===== src/rtl/irq_cond_pkg.sv =====
package irq_cond_pkg;
  typedef enum logic [1:0] {
    MODE_LEVEL    = 2'b00,
    MODE_EDGE     = 2'b01,
    MODE_HYBRID   = 2'b10,
    MODE_EDGE_ALT = 2'b11
  } trig_mode_e;
endpackage


===== src/rtl/irq_rst_sync.sv =====
module irq_rst_sync #(
  parameter int STAGES = 2
) (
  input  logic clk,
  input  logic rst_n_async,
  output logic rst_n_sync
);
  logic [STAGES-1:0] chain_q;
  logic [STAGES-1:0] chain_d;

  always_comb begin
    chain_d = {chain_q[STAGES-2:0], 1'b1};
  end

  always_ff @(posedge clk or negedge rst_n_async) begin
    if (!rst_n_async) chain_q <= '0;
    else              chain_q <= chain_d;
  end

  assign rst_n_sync = chain_q[STAGES-1];
endmodule


===== src/rtl/irq_bit_sync.sv =====
module irq_bit_sync #(
  parameter int STAGES = 2
) (
  input  logic clk,
  input  logic rst_n,
  input  logic d_i,
  output logic q_o
);
  logic [STAGES-1:0] stage_q;

  genvar g;
  generate
    for (g = 0; g < STAGES; g++) begin : g_stage
      logic stage_d;
      if (g == 0) begin : g_first
        assign stage_d = d_i;
      end else begin : g_rest
        assign stage_d = stage_q[g-1];
      end
      always_ff @(posedge clk or negedge rst_n) begin
        if (!rst_n) stage_q[g] <= 1'b0;
        else        stage_q[g] <= stage_d;
      end
    end
  endgenerate

  assign q_o = stage_q[STAGES-1];
endmodule


===== src/rtl/irq_event_det.sv =====
module irq_event_det
  import irq_cond_pkg::*;
#(
  parameter int PERSIST_W = 8
) (
  input  logic                 clk,
  input  logic                 rst_n,
  input  logic                 act_i,
  input  logic [1:0]           mode_i,
  input  logic [PERSIST_W-1:0] persist_i,
  output logic                 event_o
);
  localparam int CW = PERSIST_W + 1;

  logic                 prev_q;
  logic                 armed_q, armed_d;
  logic [PERSIST_W-1:0] cnt_q, cnt_d;
  logic                 cnt_en;
  logic                 edge_hit, confirm, hybrid;
  logic [CW-1:0]        cnt_inc;

  assign hybrid   = (mode_i == MODE_HYBRID);
  assign edge_hit = act_i & ~prev_q;
  assign cnt_inc  = {1'b0, cnt_q} + CW'(1);

  always_comb begin
    armed_d = armed_q;
    cnt_d   = cnt_q;
    confirm = 1'b0;
    if (hybrid) begin
      if (armed_q) begin
        if (!act_i) begin
          armed_d = 1'b0;
          cnt_d   = '0;
        end else if (cnt_inc >= {1'b0, persist_i}) begin
          confirm = 1'b1;
          armed_d = 1'b0;
          cnt_d   = '0;
        end else begin
          cnt_d = cnt_inc[PERSIST_W-1:0];
        end
      end else if (edge_hit) begin
        if (persist_i == '0) confirm = 1'b1;
        else                 armed_d = 1'b1;
        cnt_d = '0;
      end
    end else begin
      armed_d = 1'b0;
      cnt_d   = '0;
    end
  end

  assign cnt_en  = (cnt_d != cnt_q);
  assign event_o = hybrid ? confirm : edge_hit;

  always_ff @(posedge clk or negedge rst_n) begin
    if (!rst_n) begin
      prev_q  <= 1'b1;
      armed_q <= 1'b0;
      cnt_q   <= '0;
    end else begin
      prev_q  <= act_i;
      armed_q <= armed_d;
      if (cnt_en) cnt_q <= cnt_d;
    end
  end

  assert_no_wrap_R10: assert property (@(posedge clk) disable iff (!rst_n)
    armed_q |-> (cnt_q != {PERSIST_W{1'b1}}));

  assert_persist_active_R8: assert property (@(posedge clk) disable iff (!rst_n)
    (event_o && hybrid && persist_i != '0) |-> (act_i && prev_q));
endmodule


===== src/rtl/irq_pend_reg.sv =====
module irq_pend_reg (
  input  logic clk,
  input  logic rst_n,
  input  logic level_i,
  input  logic act_i,
  input  logic event_i,
  input  logic clr_i,
  output logic pend_o
);
  logic pend_q, pend_d;

  always_comb begin
    if (level_i) pend_d = act_i;
    else         pend_d = event_i | (pend_q & ~clr_i);
  end

  always_ff @(posedge clk or negedge rst_n) begin
    if (!rst_n) pend_q <= 1'b0;
    else        pend_q <= pend_d;
  end

  assign pend_o = pend_q;

  assert_sticky_R5: assert property (@(posedge clk) disable iff (!rst_n)
    (!level_i && pend_q && !clr_i) |=> (pend_q || level_i));

  assert_event_wins_R7: assert property (@(posedge clk) disable iff (!rst_n)
    (!level_i && event_i) |=> (pend_q || level_i));

  assert_clear_R6: assert property (@(posedge clk) disable iff (!rst_n)
    (!level_i && clr_i && !event_i) |=> (!pend_q || level_i));
endmodule


===== src/rtl/irq_line_cond.sv =====
module irq_line_cond
  import irq_cond_pkg::*;
#(
  parameter int PERSIST_W   = 8,
  parameter int SYNC_STAGES = 2
) (
  input  logic                 clk,
  input  logic                 rst_n,
  input  logic                 irq_raw,
  input  logic                 pol_low,
  input  logic [1:0]           mode,
  input  logic [PERSIST_W-1:0] persist_len,
  input  logic                 clr,
  output logic                 pending
);
  logic rst_s;
  logic line_s;
  logic act;
  logic ev;
  logic is_level;

  irq_rst_sync #(.STAGES(2)) u_rst (
    .clk         (clk),
    .rst_n_async (rst_n),
    .rst_n_sync  (rst_s)
  );

  irq_bit_sync #(.STAGES(SYNC_STAGES)) u_sync (
    .clk   (clk),
    .rst_n (rst_s),
    .d_i   (irq_raw),
    .q_o   (line_s)
  );

  assign act      = line_s ^ pol_low;
  assign is_level = (mode == MODE_LEVEL);

  irq_event_det #(.PERSIST_W(PERSIST_W)) u_det (
    .clk       (clk),
    .rst_n     (rst_s),
    .act_i     (act),
    .mode_i    (mode),
    .persist_i (persist_len),
    .event_o   (ev)
  );

  irq_pend_reg u_pend (
    .clk     (clk),
    .rst_n   (rst_s),
    .level_i (is_level),
    .act_i   (act),
    .event_i (ev),
    .clr_i   (clr),
    .pend_o  (pending)
  );

  logic [1:0] warm_q;
  always_ff @(posedge clk or negedge rst_s) begin
    if (!rst_s)              warm_q <= 2'd0;
    else if (warm_q != 2'd3) warm_q <= warm_q + 2'd1;
  end

  assert_level_track_R2: assert property (@(posedge clk) disable iff (!rst_s)
    (SYNC_STAGES == 2 && warm_q == 2'd3 && $past(mode) == MODE_LEVEL)
      |-> (pending == ($past(irq_raw, 3) ^ $past(pol_low))));

  assert_reset_R1: assert property (@(posedge clk)
    !rst_s |-> !pending);
endmodule


===== config.mk =====
export PLATFORM = sky130hd
export DESIGN_NAME = irq_line_cond
export DESIGN_NICKNAME = d
export VERILOG_FILES = /design/src/rtl/irq_cond_pkg.sv /design/src/rtl/irq_rst_sync.sv /design/src/rtl/irq_bit_sync.sv /design/src/rtl/irq_event_det.sv /design/src/rtl/irq_pend_reg.sv /design/src/rtl/irq_line_cond.sv
export SDC_FILE = /design/constraint.sdc
export NUM_CORES = 1
export LEC_CHECK = 0
export ABC_AREA = 1
export CAP_MARGIN = 20
export CORE_MARGIN = 2
export CORE_UTILIZATION = 40
export CTS_CLUSTER_DIAMETER = 150
export CTS_CLUSTER_SIZE = 25
export DETAILED_ROUTE_END_ITERATION = 10
export DONT_BUFFER_PORTS = 1
export PLACE_DENSITY = 0.66
export SYNTH_ARGS = -nofsm -noshare
export SYNTH_HDL_FRONTEND = slang
export SYNTH_SLANG_ARGS = --single-unit

===== constraint.sdc =====
create_clock -name clk -period 1 [get_ports clk]
set_input_delay 0.25 -clock clk [delete_from_list [all_inputs] [get_ports clk]]
set_output_delay 0.25 -clock clk [all_outputs]
set_load 0.02 [all_outputs]

-- Yosys cells after proc, flatten, opt, wreduce, memory -nomap -nowiden
Index checks and enable logic that the tools add are counted.
- register bits: 15
- word-level logic and storage cells: 37
- input bits: 15
- output and inout bits: 1
- reduce and logical (&&, ||, !) cells: 2
- bitwise gates (word level): 6
- add/subtract/negate cells: 1
- muxes and demuxes: 18
- equality and inequality tests: 2
- order comparisons: 1
- operator list (operator ; count):
    $mux 8 ; 5
    $mux 1 ; 13
    $add 8x1->9 const B ; 1
    $ge 9x8->1 ; 1
    $logic_not 8->1 ; 1
    $ne 8x8->1 ; 1
    $and 1x1->1 ; 2
    $eq 2x2->1 const B ; 1
    $logic_not 2->1 ; 1
    $not 1->1 ; 2
    $or 1x1->1 ; 1
    $xor 1x1->1 ; 1

-- Longest topological paths before layout
Gate-level depths: netlist of the first run.
- depth in word-level cells: 8
- mapped depth: 17
- depth with buffers taken out: 17

-- Cells and area by module
From an unflattened synthesis of the first run, not the netlist that was laid out.
- cell total of the unflattened synthesis: 141
- area total of the unflattened synthesis: 1036.0 um^2
- by module, submodules not included (module ; area each (um^2) ; instances ; cells an instance ; sequential area each (um^2)):
    irq_event_det ; 854.6 ; 1 ; 123 ; 251.5
    irq_pend_reg ; 55.1 ; 1 ; 7 ; 25.0
    irq_rst_sync ; 53.8 ; 1 ; 3 ; 50.0
    irq_bit_sync ; 50.0 ; 1 ; 2 ; 50.0
    irq_line_cond ; 22.5 ; 1 ; 6 ; 0.0

-- Worst setup path before layout of the first run
No wires, ideal clock.
- kind: register to register
- from: reg u_det.cnt_q[0]
- to: reg u_det.armed_q
- period minus slack after synthesis: 2.079 ns
- data required time: 0.906 ns
- setup slack: -1.079 ns
- setup time: 0.094 ns
- cell stages (with the launch flop): 14
- buffers on the path: 0
- arrival time: 1.985 ns
- cells stage by stage: dfrtp_1 > ha_1 > nand3_1 > xor2_1 > ha_1 > nand2_1 > inv_1 > nand2_1 > nand3_1 > nand2_1 > nand2_1 > nand2_1 > nand3_1 > a211oi_1
- longest elaborated chain between the ends: 6
- RTL lines (item ; RTL line ; RTL):
    start, declared ; irq_event_det.sv:17 ; logic [PERSIST_W-1:0] cnt_q, cnt_d;
    start signal, assigned ; irq_event_det.sv:64 ; if (cnt_en) cnt_q <= cnt_d;
    $add 8x1->9 ; irq_event_det.sv:24 ; assign cnt_inc = {1'b0, cnt_q} + CW'(1);
    $ge 9x8->1 ; irq_event_det.sv:35 ; end else if (cnt_inc >= {1'b0, persist_i}) begin
    $mux 1 ; irq_event_det.sv:35 ;
    $mux 1 ; irq_event_det.sv:32 ; if (!act_i) begin
    $mux 1 ; irq_event_det.sv:31 ; if (armed_q) begin
    $mux 1 ; irq_event_det.sv:30 ; if (hybrid) begin
    via u_det.armed_d ; irq_event_det.sv:16 ; logic armed_q, armed_d;
    end signal, assigned ; irq_event_det.sv:63 ; armed_q <= armed_d;
    end, declared ; irq_event_det.sv:16 ;
The timed path passes the listed nets, and every way through them passes these cells.
A chain may end at the register's enable or synchronous reset.

-- Final worst setup path of the first run
- from: reg u_det.cnt_q[1]
- to: reg u_pend.pend_q (netlist: u_pend.pend_o)
- longest elaborated chain between the ends: 8
- RTL lines (item ; RTL line ; RTL):
    $add 8x1->9 ; irq_event_det.sv:24 ;
    $ge 9x8->1 ; irq_event_det.sv:35 ;
    $mux 1 ; irq_event_det.sv:35 ;
    $mux 1 ; irq_event_det.sv:32 ;
    $mux 1 ; irq_event_det.sv:31 ;
    $mux 1 ; irq_event_det.sv:54 ; assign event_o = hybrid ? confirm : edge_hit;
    $or 1x1->1 ; irq_pend_reg.sv:14 ; else pend_d = event_i | (pend_q & ~clr_i);
    $mux 1 ; irq_pend_reg.sv:13 ; if (level_i) pend_d = act_i;
    via u_pend.pend_d ; irq_pend_reg.sv:10 ; logic pend_q, pend_d;
    end signal, assigned ; irq_pend_reg.sv:19 ; else pend_q <= pend_d;
    end, declared ; irq_pend_reg.sv:10 ;
The timed path passes the listed nets, and every way through them passes these cells.

==> results.yml, run 1 <==
run_status:
  status: "finished, violations left"
  violations: "setup timing"
detailed_routing:
  route.detailed.drc: 0
  avgViaCountPerCell: 4.746
  dr.pass1.iters: 4
  routed_wirelength_um: 2317
  drt_iter0_markers: 23
  postRouteAntennaNets: 0
  vias: 935
  post_drt_wl_per_cell_um: 11.76
final_layout:
  diodes: 0
  design_area_sq_um: 1386
  final_nets: 192
  drive_gt1_frac: 0.3114
  area_growth_pct: 34.96
synthesis:
  ys_ff_latch: 15
  syn_inst: 135
  yosysTopAreaCell: "dfrtp_1"
  synthDominantCellAreaShare: 0.3410
  synth.distinct_cells: 27
  synth-warning-count: 0
  avgSynthCellArea_sq_um: 7.609
  synth_area_leaders: "dfrtp_1 34%, nand2_1 13%, ha_1 11%, inv_1 9.5%, a21oi_1 4.4%"
  syn-num-nets: 159
  seq_area_frac_synth: 0.3666
  synthesis.area_sq_um: 1027
placed_design:
  hpwlAfterDp_um: 1895
  numPortBuffers: 0
  place.gp.congestion: 0.8668
  postPlaceCellArea_sq_um: 1275
timing:
  finalSetupViolations: 11
  slew_viol_final: 0
  rsz0062_at_grt: "yes"
  final.min_clock_period_ps: 2045
  clock-skew-final_ps: 12.35
  max_freq_mhz: 489.0
  period_share: 2.045
  hold_viol_final: 0
  setup_slack_ps: -1045
  hold_slack_ps: 81.90
clock_network:
  cts-buffers-inserted: 3
  ctsHtreeMaxLevel: 1
  cts-root-buf: "clkbuf_4"
  cts.clk_slew.worst_paths_ps: 90
  clock_latency_ps: 290
  clkSinkCount: 15
  cts_tree: "done"
  clockBufferDepth: 2
critical_path:
  setup.worst_path.start_class: "flop"
  crit_start: "u_det.cnt_q[1]"
  cpPeakStageDelay_ps: 400
  crit_path_cell_trace: "buf_4 > nand3_4 > xor2_2 > inv_1 > ha_1 > nand2_1 > nor2_1 > nand2_1 > nand3_1 > nand2_1 > nand2_1 > nand2_2 > nand2_1 > nand2_1 > nand2_1 > nand2_1 > a21oi_1"
  reg2reg_to: "u_pend.pend_o"
  path_common_cell: "nand2_1"
  rr_worst_depth: 17
  cp-end-kind: "flop"
  path_class: "flop to flop"
  slowest_stage: "dfrtp_1"
  rrSetupSlack_ps: -1040
  required_ps: 1220
  cp_max_fo: 2
  critPathArrivalTime_ps: 2270
  r2r-start: "u_det.cnt_q[1]"
floorplan:
  fp.dieH_um: 54.68
  initial_core_util: 0.4185
  die_area_sq_um: 2989
  placementRows: 18
  core_area_sq_um: 2455
  io_pins: 16
  fp.dieW_um: 54.68
job:
  drv_cap: 0
grt:
  grt_pass1_wl_um: 3629
  gr-usage-all-layers: 0.1759
  grt_max_degree: 14
  grt_pass1_vias: 866
  antenna_found_initial: 0
  grt_overflow: 0
pwr:
  power_density_nw_per_um2: 860.3
  max-vdd-ir-drop_v: 0.0007447
  leakage_nw: 0.7191
min_path:
  hp-start: "mode[1]"
  hold_class: "input pin to flop"
  whs_endpoint: "u_det.armed_q"
  min_path_cells: 2
[report_power, final]
group          switching (mW)  internal, mW  total (mW)
combinational           0.115        0.0949       0.209
sequential            0.00965         0.627       0.637
clock                   0.192         0.155       0.346
total                   0.316         0.877        1.19
[state kept, by name, indices dropped and copies added, names as in the netlist]
name and count:
u_sync.g_stage.stage_d 1, u_sync.q_o 1, u_det.armed_q 1, u_pend.pend_o 1, u_det.cnt_q 8, u_det.prev_q 1
u_rst.chain_q 2
[final cells by class]
class	instances	area (sq um)
clock buffer	4	26.28
fill	209	1069
inverter	26	100.1
multi-input combinational	93	611.8
sequential	15	376.6
tap	30	37.54
timing repair buffer	29	234.0
[placed cells by master, fill, tap and decap left out, types with 2 or more instances in the layout]
cell type / netlist / final
nand2_1: 35 / 33
inv_1: 26 / 25
buf_4: 0 / 24
dfrtp_1: 14 / 14
ha_1: 9 / 8
nor2_1: 6 / 6
a21oi_2: 1 / 6
o21ai_0: 5 / 5
a21oi_1: 9 / 4
nand3_1: 6 / 4
xor2_1: 4 / 3
nand2_2: 1 / 3
clkbuf_4: 0 / 3
buf_6: 0 / 3
nand3_4: 0 / 2
xor2_2: 1 / 2
nor2_2: 2 / 2
o21ai_1: 2 / 2
o22ai_1: 2 / 2
dlygate4sd3_1: 0 / 2
[Yosys cell counts, drive strengths merged]
library cell / number
nand2: 36
inv: 26
dfrtp: 14
a21oi: 10
ha: 9
nor2: 9
o21ai: 8
nand3: 7
xor2: 5
o22ai: 2
a211oi: 1
a22oi: 1
a31oi: 1
buf: 1
conb: 1
dfstp: 1
nand4: 1
nor3: 1
or2: 1
[kinds of logic (layout without fill, tap and decap cells)]
family / after synthesis / count (layout) / share of synthesized area
flip-flops: 15 / 15 / 0.3666
AND/OR/NAND/NOR: 55 / 55 / 0.2351
adder cells (fa/ha/maj): 9 / 9 / 0.1096
buffers and inverters: 27 / 59 / 0.09987
XOR/XNOR: 5 / 5 / 0.04994
AO/OA/AOI/OAI: 23 / 23 / 0.1352
other: 1 / 1 / 0.003651
[critical path, delay by kind of cell, from the launching register on]
kind / cells / cell delay, ps
adders and majority gates: 1 / 280
AOI/OAI and AO/OA: 1 / 110
buffers and inverters: 2 / 230
DFF: 1 / 400
xor gates and xnor gates: 1 / 180
and+or+nand+nor: 12 / 810
[what timing repair did]
action | in CTS | in global routing
endpoints found under the setup margin | 12 | 12
hold buffers | 2 | 0
pin swaps | 1 | 2
buffers inserted | 2 | 2
resized for setup | 6 | 3
hold endpoints to repair | 3 | 0
gates cloned | 0 | 0
[layer usage]
layer / GRT usage / up-vias / routed length, um
met2: 0.3036 / 17 / 1167
met5: 0 / - / 0
met3: 0.01639 / 2 / 76
met4: 0.07500 / 0 / 13
met1: 0.2215 / 423 / 1060
li1: - / 493 / -
[through the flow]
| stage | setup slack [ps] | instances | setup TNS (ps) | utilization | total power, mW |
|---|---|---|---|---|---|
| after floorplan | -943.1 | 135 | -8844 | - | 0.7577 |
| after global placement | -1047 | 187 | -10040 | 0.5194 | 0.8225 |
| after detailed placement | -1127 | 187 | -10790 | 0.5194 | 0.8283 |
| after CTS | -1060 | 195 | -10240 | 0.5545 | 1.197 |
| after global routing | -1233 | 197 | -11950 | 0.5647 | 1.246 |
| final | -1045 | 197 | -10070 | 0.5647 | 1.193 |
[worst max-delay path by stage]
stage | endpoint | slack [ps] | cells after the start
after floorplan | u_pend.pend_o | -940 | 16
after global placement | u_pend.pend_o | -1050 | 17
after detailed placement | u_pend.pend_o | -1130 | 17
after CTS | u_pend.pend_o | -1060 | 17
after global routing | u_det.armed_q | -1230 | 13
final | u_pend.pend_o | -1040 | 17
Note: power is estimated with default switching activity, not from simulation.
==> run 2, diff against run 1 <==
HOLD_SLACK_MARGIN = 0.15   (was unset)
==> results.yml, run 2 (synthesis gave the netlist of run 1 again) <==
floorplan:
  initial_core_util: 0.4185
  io_pins: 16
  fp.dieH_um: 54.68
  core_area_sq_um: 2455
  die_area_sq_um: 2989
  fp.dieW_um: 54.68
  placementRows: 18
min_path:
  hp-start: "mode[0]"
  hold_class: "input pin to flop"
placed_design:
  post-place-ws_ps: -1127
  postPlaceCellArea_sq_um: 1275
  numPortBuffers: 0
  place.gp.congestion: 0.8668
  placed_cells: 187
  hpwlAfterDp_um: 1895
critical_path:
  cp-end-kind: "flop"
  required_ps: 1220
  cp-endpoint: "u_pend.pend_o"
  rr_worst_depth: 17
  crit_start: "u_det.cnt_q[1]"
  cp_max_fo: 2
  path_class: "flop to flop"
  setup.worst_path.start_class: "flop"
  r2r-start: "u_det.cnt_q[1]"
  reg2reg_to: "u_pend.pend_o"
  critPathArrivalTime_ps: 2280
  rrSetupSlack_ps: -1060
grt:
  grtUsageMet3: 0.01639
  gr-usage-all-layers: 0.1759
  top_usage_layer: "met2"
  grt_pass1_wl_um: 3629
  grt_overflow: 0
  grt_use_met2: 0.3036
  use_met1: 0.2215
  antenna_found_initial: 0
  grt_max_degree: 14
  grt_pass1_vias: 867
run_status:
  violations: "setup timing"
  status: "finished, violations left"
clock_network:
  clkSinkCount: 15
  cts_tree: "done"
  ctsHtreeMaxLevel: 1
  cts-root-buf: "clkbuf_4"
  clockBufferDepth: 2
  clock_latency_ps: 280
  cts.clk_slew.worst_paths_ps: 90
  cts-buffers-inserted: 3
timing:
  finalSetupViolations: 11
  slew_viol_final: 0
  max_freq_mhz: 484.8
  setup_slack_ps: -1063
  hold_slack_ps: 139.6
  period_share: 2.063
  clock-skew-final_ps: 8.826
  final.min_clock_period_ps: 2063
  rsz0062_at_grt: "yes"
  hold_viol_final: 0
final_layout:
  largest_reg_flops: 8
  final_common_cell: "nand2_1"
  instances_no_fill: 199
  reg.largest.list: "u_det.cnt_q: 8 flops, u_rst.chain_q: 2 flops"
  max_flop_register: "u_det.cnt_q"
  diodes: 0
  final_cell_mix: "33 x nand2_1, 25 x inv_1, 24 x buf_4, 14 x dfrtp_1, 8 x ha_1"
  final_util: 0.5729
  area_growth_pct: 36.91
  drive_gt1_frac: 0.3077
  final_nets: 194
  design_area_sq_um: 1406
detailed_routing:
  route.detailed.drc: 0
  routed_wirelength_um: 2341
  drt_iter0_markers: 22
  dr.pass1.iters: 4
  avgViaCountPerCell: 4.789
  postRouteAntennaNets: 0
  post_drt_wl_per_cell_um: 11.76
  vias: 953
pwr:
  max-vdd-ir-drop_v: 0.0007275
  power_density_nw_per_um2: 849.4
  leakage_nw: 0.7274
job:
  drv_cap: 0
[run 2: changes by cell type in the layout (fill, tap and decap cells not counted)]
| cell | change |
|---|---|
| dlygate4sd3_1 | +2 |
[run 2: power by group]
part           switching, mW  internal (mW)
clock network          0.186          0.155
registers            0.00966          0.627
logic                  0.117          0.100
[run 2: worst min path at each step]
stage / to / slack [ps] / cells past startpoint
CTS: u_det.armed_q / 80 / 2
finish: u_pend.pend_o / 140 / 3
floorplan: u_rst.chain_q[0] / -50 / 0
global placement: u_rst.chain_q[1] / -50 / 0
global route: u_pend.pend_o / 160 / 3
detailed placement: u_rst.chain_q[0] / -50 / 0
[run 2: timing repair]
item	4_1_cts	5_1_grt
setup buffers	2	2
gates resized for setup	6	3
pin swaps	1	2
hold buffers	2	2
endpoints found under the setup margin	12	12
endpoints found under the hold margin	5	2
[run 2: metrics by stage]
step	TNS, ps	power, mW
2_1_floorplan	-8844	0.7577
3_3_place_gp	-10040	0.8225
3_5_place_dp	-10790	0.8283
4_1_cts	-10240	1.197
5_1_grt	-12000	1.255
6_report	-10110	1.195
[run 2: worst max-delay path: stages, from the launching register on]
cell     delay, ps
dfrtp_1        400
buf_4          150
nand3_4         90
xor2_2         180
inv_1           80
ha_1           280
nand2_1         60
nor2_1         100
nand2_1         60
nand3_1         70
nand2_1         50
nand2_1         70
nand2_2         70
nand2_1         90
nand2_1         60
nand2_1         60
nand2_1         50
a21oi_1        110
[run 2: layout make-up]
cell class | instances | area (sq um)
sequential | 15 | 376.6
timing repair buffer | 31 | 254.0
inverter | 26 | 100.1
fill | 207 | 1049
multi-input combinational | 93 | 611.8
clock buffer | 4 | 26.28
tap | 30 | 37.54
[run 2: layer usage]
metal | routed length [um] | part of all wire
met3 | 65 | 0.028
met4 | 13 | 0.0056
met5 | 0 | 0
met2 | 1192 | 0.51
met1 | 1070 | 0.46
==> run 3, diff against run 2 <==
CORE_UTILIZATION = 55   (was 40)
PLACE_DENSITY = 0.82   (was 0.66)
==> results.yml, run 3 (synthesis gave the netlist of run 1 again) <==
grt:
  antenna_found_initial: 0
  grt_max_degree: 14
  grt_overflow: 0
  gr-usage-all-layers: 0.2576
  grt_pass1_vias: 829
  grt_pass1_wl_um: 3774
detailed_routing:
  dr.pass1.iters: 4
  post_drt_wl_per_cell_um: 13.91
  wl_met3_um: 124
  wl_met1_um: 1144
  postRouteAntennaNets: 0
  routed_wirelength_um: 2698
  drt_iter0_markers: 32
  route.met2.wl_um: 1366
  avgViaCountPerCell: 5.325
  vias: 1033
  top_layer: "met4"
  route.detailed.drc: 0
run_status:
  status: "finished, violations left"
  violations: "setup timing"
final_layout:
  area_growth_pct: 41.78
  largest_reg_flops: 8
  final_nets: 194
  fillCellCount: 103
  instances_no_fill: 194
  max_flop_register: "u_det.cnt_q"
  final_cell_mix: "33 x nand2_1, 25 x inv_1, 23 x buf_4, 14 x dfrtp_1, 8 x ha_1"
  reg.largest.list: "u_det.cnt_q: 8 flops, u_rst.chain_q: 2 flops"
  diodes: 0
  final_common_cell: "nand2_1"
  drive_gt1_frac: 0.3373
clock_network:
  cts-root-buf: "clkbuf_4"
  clkSinkCount: 15
  cts_tree: "done"
  ctsHtreeMaxLevel: 1
  clockBufferDepth: 2
  cts.clk_slew.worst_paths_ps: 80
  cts-buffers-inserted: 3
  clock_latency_ps: 280
timing:
  rsz0062_at_grt: "yes"
  fin_setup_tns_ps: -11780
  hold_viol_final: 0
  final.min_clock_period_ps: 2239
  slew_viol_final: 0
  clock-skew-final_ps: 0.8661
  period_share: 2.239
  setup_slack_ps: -1239
  max_freq_mhz: 446.6
  finalSetupViolations: 11
job:
  drv_cap: 0
placed_design:
  placed_cells: 180
  numPortBuffers: 0
  hpwlAfterDp_um: 1846
  place.gp.congestion: 0.8493
critical_path:
  setup.worst_path.start_class: "flop"
  r2r-start: "u_det.cnt_q[1]"
  cp-end-kind: "flop"
  reg2reg_to: "u_det.cnt_q[6]"
  path_class: "flop to flop"
  rrSetupSlack_ps: -1240
  required_ps: 1210
  cp_max_fo: 7
  critPathArrivalTime_ps: 2450
  rr_worst_depth: 15
floorplan:
  initial_core_util: 0.5885
  placementRows: 15
  core_area_sq_um: 1745
  die_area_sq_um: 2229
  fp.dieW_um: 47.22
  io_pins: 16
  fp.dieH_um: 47.22
pwr:
  power_density_nw_per_um2: 830.1
  max-vdd-ir-drop_v: 0.0007764
  power_mw: 1.209
  leakage_nw: 0.7345
min_path:
  hold_class: "flop to asynchronous set/reset pin"
==> run 3: cell counts in the layout (fill, tap and decap cells not counted) <==
No cell type changed its count.
==> run 3: timing repair <==
action / 4_1_cts / 5_1_grt
pin swaps: 2 / 7
endpoints found under the setup margin: 12 / 11
buffers inserted: 2 / 4
hold endpoints to repair: 7 / 0
cloned: 0 / 0
resized for setup: 8 / 7
hold buffers: 4 / 0
==> run 3: routing by layer <==
layer | up-vias | global-route usage
li1 | 491 | -
met1 | 483 | 0.3252
met2 | 51 | 0.4548
met3 | 8 | 0.03462
met4 | 0 | 0.08333
met5 | - | 0
==> run 3: metrics by stage <==
step,util,hold slack (ps),setup WS (ps),cell area (sq um)
2_1_floorplan,-,-45.59,-943.1,1070
3_3_place_gp,0.7183,-45.52,-1026,1254
3_5_place_dp,0.7183,-45.53,-1081,1254
4_1_cts,0.7828,169.7,-1068,1366
5_1_grt,0.8344,191.1,-1369,1456
6_report,0.8344,169.2,-1239,1456
==> run 3: where the power goes <==
group | leakage (nW) | switching (mW) | internal, mW
registers | 0.195 | 0.0104 | 0.627
logic | 0.525 | 0.124 | 0.109
clock network | 0.0150 | 0.183 | 0.155
==> run 3: layout make-up <==
class	count	area [sq um]	area share
clock buffer	4	26.28	0.01804
inverter	26	97.59	0.06701
multi-input combinational	93	658.1	0.4519
sequential	15	376.6	0.2586
tap	25	31.28	0.02148
timing repair buffer	31	266.5	0.1830
==> run 3: how the worst max path moves through the flow <==
| stage | start | end | slack (ps) | cells after the start |
|---|---|---|---|---|
| after global placement | u_det.cnt_q[0] | u_pend.pend_o | -1030 | 17 |
| final | u_det.cnt_q[1] | u_det.cnt_q[6] | -1240 | 15 |
| after detailed placement | u_det.cnt_q[1] | u_det.armed_q | -1080 | 10 |
| after floorplan | u_det.cnt_q[0] | u_pend.pend_o | -940 | 16 |
| after CTS | u_det.cnt_q[1] | u_det.armed_q | -1070 | 13 |
| after global routing | u_det.cnt_q[1] | u_det.armed_q | -1370 | 14 |
==> run 3: worst max-delay path, stage by stage (launching register included) <==
cell	delay (ps)
dfrtp_1	410
buf_4	150
nand3_4	80
xor2_2	200
inv_1	80
ha_1	280
nand2_1	90
inv_1	40
nand2_1	50
nand3_1	70
nand2_1	90
nand2_1	90
nand2_2	110
nand3_4	150
buf_4	180
a21oi_2	100
